==> config.mk <==
export PLATFORM = sky130hd
export DESIGN_NAME = msr_icpt_fsm
export DESIGN_NICKNAME = d
export VERILOG_FILES = /design/src/rtl/msr_icpt_pkg.sv /design/src/rtl/msr_icpt_fsm.sv
export SDC_FILE = /design/constraint.sdc
export NUM_CORES = 1
export LEC_CHECK = 0
export ABC_AREA = 0
export BUFFER_PORTS_ARGS = -buffer_cell sky130_fd_sc_hd__buf_2
export CORE_AREA = 2 2 39 41
export CTS_BUF_LIST = sky130_fd_sc_hd__clkbuf_2
export DETAILED_ROUTE_END_ITERATION = 12
export DIE_AREA = 0 0 41 43
export MAX_ROUTING_LAYER = met4
export PLACE_DENSITY_LB_ADDON = 0.05
export REMOVE_ABC_BUFFERS = 1
export SLEW_MARGIN = 20
export SYNTH_ARGS = -nofsm -noshare
export SYNTH_HDL_FRONTEND = slang
export SYNTH_SLANG_ARGS = --single-unit
==> constraint.sdc <==
create_clock -name clk -period 1.97 [get_ports clk]
set_input_delay 0.197 -clock clk [delete_from_list [all_inputs] [get_ports clk]]
set_output_delay 0.197 -clock clk [all_outputs]
set_load 0.01 [all_outputs]
==> src/rtl/msr_icpt_pkg.sv <==
package msr_icpt_pkg;

    typedef enum logic [1:0] {
        ST_IDLE   = 2'd0,
        ST_FETCH  = 2'd1,
        ST_SAMPLE = 2'd2,
        ST_FINISH = 2'd3
    } icpt_state_e;

    localparam int QUARTER_SEL_W = 2;

endpackage

==> src/rtl/msr_icpt_fsm.sv <==
module msr_icpt_fsm
    import msr_icpt_pkg::*;
(
    input  logic clk,
    input  logic rst_n,
    input  logic req_valid,
    input  logic use_bitmap,
    input  logic covered,
    input  logic bit_val,
    output logic req_ready,
    output logic accept,
    output logic mem_rd_en,
    output logic resp_done,
    output logic resp_exit
);

    icpt_state_e state_q;
    icpt_state_e state_d;
    logic        verdict_q;
    logic        need_page;

    assign accept    = req_valid && (state_q == ST_IDLE);
    assign need_page = use_bitmap && covered;

    always_comb begin
        state_d = state_q;
        unique case (state_q)
            ST_IDLE:   if (accept) state_d = need_page ? ST_FETCH : ST_FINISH;
            ST_FETCH:  state_d = ST_SAMPLE;
            ST_SAMPLE: state_d = ST_FINISH;
            ST_FINISH: state_d = ST_IDLE;
            default:   state_d = ST_IDLE;
        endcase
    end

    always_ff @(posedge clk) begin
        if (!rst_n) begin
            state_q   <= ST_IDLE;
            verdict_q <= 1'b1;
        end else begin
            state_q <= state_d;
            if (accept && !need_page)
                verdict_q <= 1'b1;
            else if (state_q == ST_SAMPLE)
                verdict_q <= bit_val;
        end
    end

    always_comb begin
        req_ready = 1'b0;
        mem_rd_en = 1'b0;
        resp_done = 1'b0;
        resp_exit = 1'b0;
        unique case (state_q)
            ST_IDLE:   req_ready = 1'b1;
            ST_FETCH:  mem_rd_en = 1'b1;
            ST_SAMPLE: ;
            ST_FINISH: begin
                resp_done = 1'b1;
                resp_exit = verdict_q;
            end
            default: ;
        endcase
    end

endmodule

==> impl_metrics.ini <==
[timing]
fin_hold_ws_ps = 202
rsz0062_at_grt = no
setup_tns_ps = 0
worstMarginPinSlew_ps = 166
layout_min_cycle_time_ps = 1450
slew_violations = 0
max_freq_mhz = 690
fin_worst_skew_ps = 0.274
finalSetupViolCount = 0
hold_viol = 0
timing.slew.headroom = 0.889
fin_crit_sh = 0.735
final.setup.worst_slack_ps = 522

[detailed_routing]
top_layer_used = met3
met3_length_um = 23
wl_um = 483
drt_iter0_drc = 2
antenna_left = 0
first_pass_iters = 3
via_per_inst = 3.63
wl_per_cell_um = 8.94
met2_length_um = 244
num_vias = 196
route.detailed.drc = 0
m1WireLength_um = 215

[job]
drv_cap = 0

[pwr]
cellPowerDensity_nw_per_um2 = 1450
p_leak_nw = 0.173
clkPwrFrac = 0.185
vdd_drop_max_v = 0.000226
p_switching_mw = 0.195
internal_power_mw = 0.259
p_seq_frac = 0.239
combPwrFrac = 0.576
p_total_mw = 0.454
swShare = 0.429

[floorplanning]
die-area_um2 = 1760
std_cell_rows = 14
start_util = 0.162
num_io_pins = 11
fp.dieW_um = 41
core-area_um2 = 1380
die_height_um = 43

[setup_path]
endpoint_kind = output pin
critPathMaxFanout = 4
r2r_setup_slack_ps = 800
crit_type = reg2out
timing.rr.start = state_q[0]$_SDFFE_PN0P_
startpoint_type = flip-flop
arrival_ps = 1250
cp-startpoint = state_q[0]$_SDFFE_PN0P_
cp.required_ps = 1770

[place]
hpwl_um = 421
pre_cts_ws_ps = 718
routabilityCongestion = 0.645
dpl_cell_area_um2 = 294
port_buffers = 10
dp.cells = 50

[clock_tree]
ctsHoldBuffers = 0
cts_tree = done
insertion_delay_ps = 200
cts_root_buf = clkbuf_2
max-clock-path-buffers = 2
postCtsResizedCells = 0
cts_made_buffers = 3
path_clk_slew_ps = 40
cts_sinks = 3
h-tree-depth = 1
cts_setup_buffers = 0

[final_layout]
seq_area_um2 = 60.1
area_growth_pct = 40.2
final_core_util = 0.227
drive_gt1_frac = 0.421
insertedDiodeCount = 0
fin_nets = 50
nFillCells = 162
stdcell_count = 54
final_area_um2 = 314
multi_input_area_um2 = 156

[logic_synthesis]
yosys.area.top_type = ha_1
synth_edf_count = 0
post-synth-top-count-cell = ha_1
synthXorXnorAreaFrac = 0
avgSynthCellArea_um2 = 9.33
synth_top_flop_cell = dfxtp_1
muxShareOfSynthArea = 0.0447
synth_top_family_by_area = adder cells
synth_top_area_frac = 0.279
synth_seq_cells = 3
synthTopCellsByCount = 5 x ha_1, 3 x dfxtp_1, 3 x nand2_1
synthAdderAreaFrac = 0.279
synthSimpleGateAreaFrac = 0.263
async_flop_share = 0
synthTopCellsByArea = ha_1 28%, dfxtp_1 27%, nand2b_4 6.1%, nand2_1 5.0%, mux2i_1 4.5%
ys_types = 14
synth_compound_area_frac = 0.112
syn_inst = 24
yosysSeqAreaShare = 0.268
synthesis.area_um2 = 224
ys_warn_count = 0

[status]
status = complete, no violations

[grt]
grt_max_degree = 5
grt_antenna_before_repair = 0
first_global_vias = 219
grt_usage = 0.0699
grt_pass1_wl_um = 800
grt-ovfl-total = 0

[min_path]
hold_path_class = in2reg
holdCritStartpoint = rst_n
## power by group through the flow
stage | sequential [mW] | combinational [mW] | clock, mW
after floorplan | 0.103 | 0.194 | 0
after global placement | 0.110 | 0.272 | 0
after detailed placement | 0.111 | 0.268 | 0
after CTS | 0.109 | 0.270 | 0.0891
after global routing | 0.113 | 0.297 | 0.0954
final | 0.108 | 0.261 | 0.0841
## state kept, by name (all words and copies together) (netlist names)
signal and cells:
verdict_q 1, state_q 2
## routing by layer
layer,global-route usage,vias to the layer above
met5,-,-
met4,0.0600,0
met3,0.0157,0
met2,0.109,5
met1,0.0673,85
li1,-,106
## area by class of cell
| cell class | count | share of cell area |
|---|---|---|
| Clock buffer | 4 | 0.0637 |
| Timing Repair Buffer | 10 | 0.159 |
| Sequential cell | 3 | 0.191 |
| Tap cell | 16 | 0.0637 |
| Inverter | 2 | 0.0239 |
| Multi-Input combinational cell | 19 | 0.498 |
## layout by cell type (no fill, tap or decap), drive strengths merged
cell | netlist | layout
nand2b | 1 | 1
and2 | 2 | 2
nand3 | 2 | 2
ha | 5 | 5
inv | 2 | 2
a21boi | 1 | 1
dfxtp | 3 | 3
o211a | 1 | 1
nand2 | 3 | 3
nor2 | 1 | 1
clkbuf | 0 | 4
mux2i | 1 | 1
buf | 0 | 10
or2 | 1 | 1
o211ai | 1 | 1
## cell families (layout without fill, tap and decap cells)
family / count (synthesis) / count (layout)
buffers and inverters: 2 / 16
AND/OR/NAND/NOR: 10 / 10
flip-flops: 3 / 3
multiplexers: 1 / 1
adder cells (fa/ha/maj): 5 / 5
AO/OA/AOI/OAI: 3 / 3
## worst max-delay path, cell delays in order, from the launching register on
cell	delay, ps
dfxtp_1	370
inv_1	100
ha_1	260
and2_2	190
buf_2	130
## worst paths after layout
| kind | endpoint | depth (start not counted) |
|---|---|---|
| max reg2reg | verdict_q$_SDFFE_PP1N_ | 5 |
| min reg2reg | verdict_q$_SDFFE_PP1N_ | 2 |
| min | verdict_q$_SDFFE_PP1N_ | 2 |
| max | accept | 4 |
(Power assumes the default switching activity.)
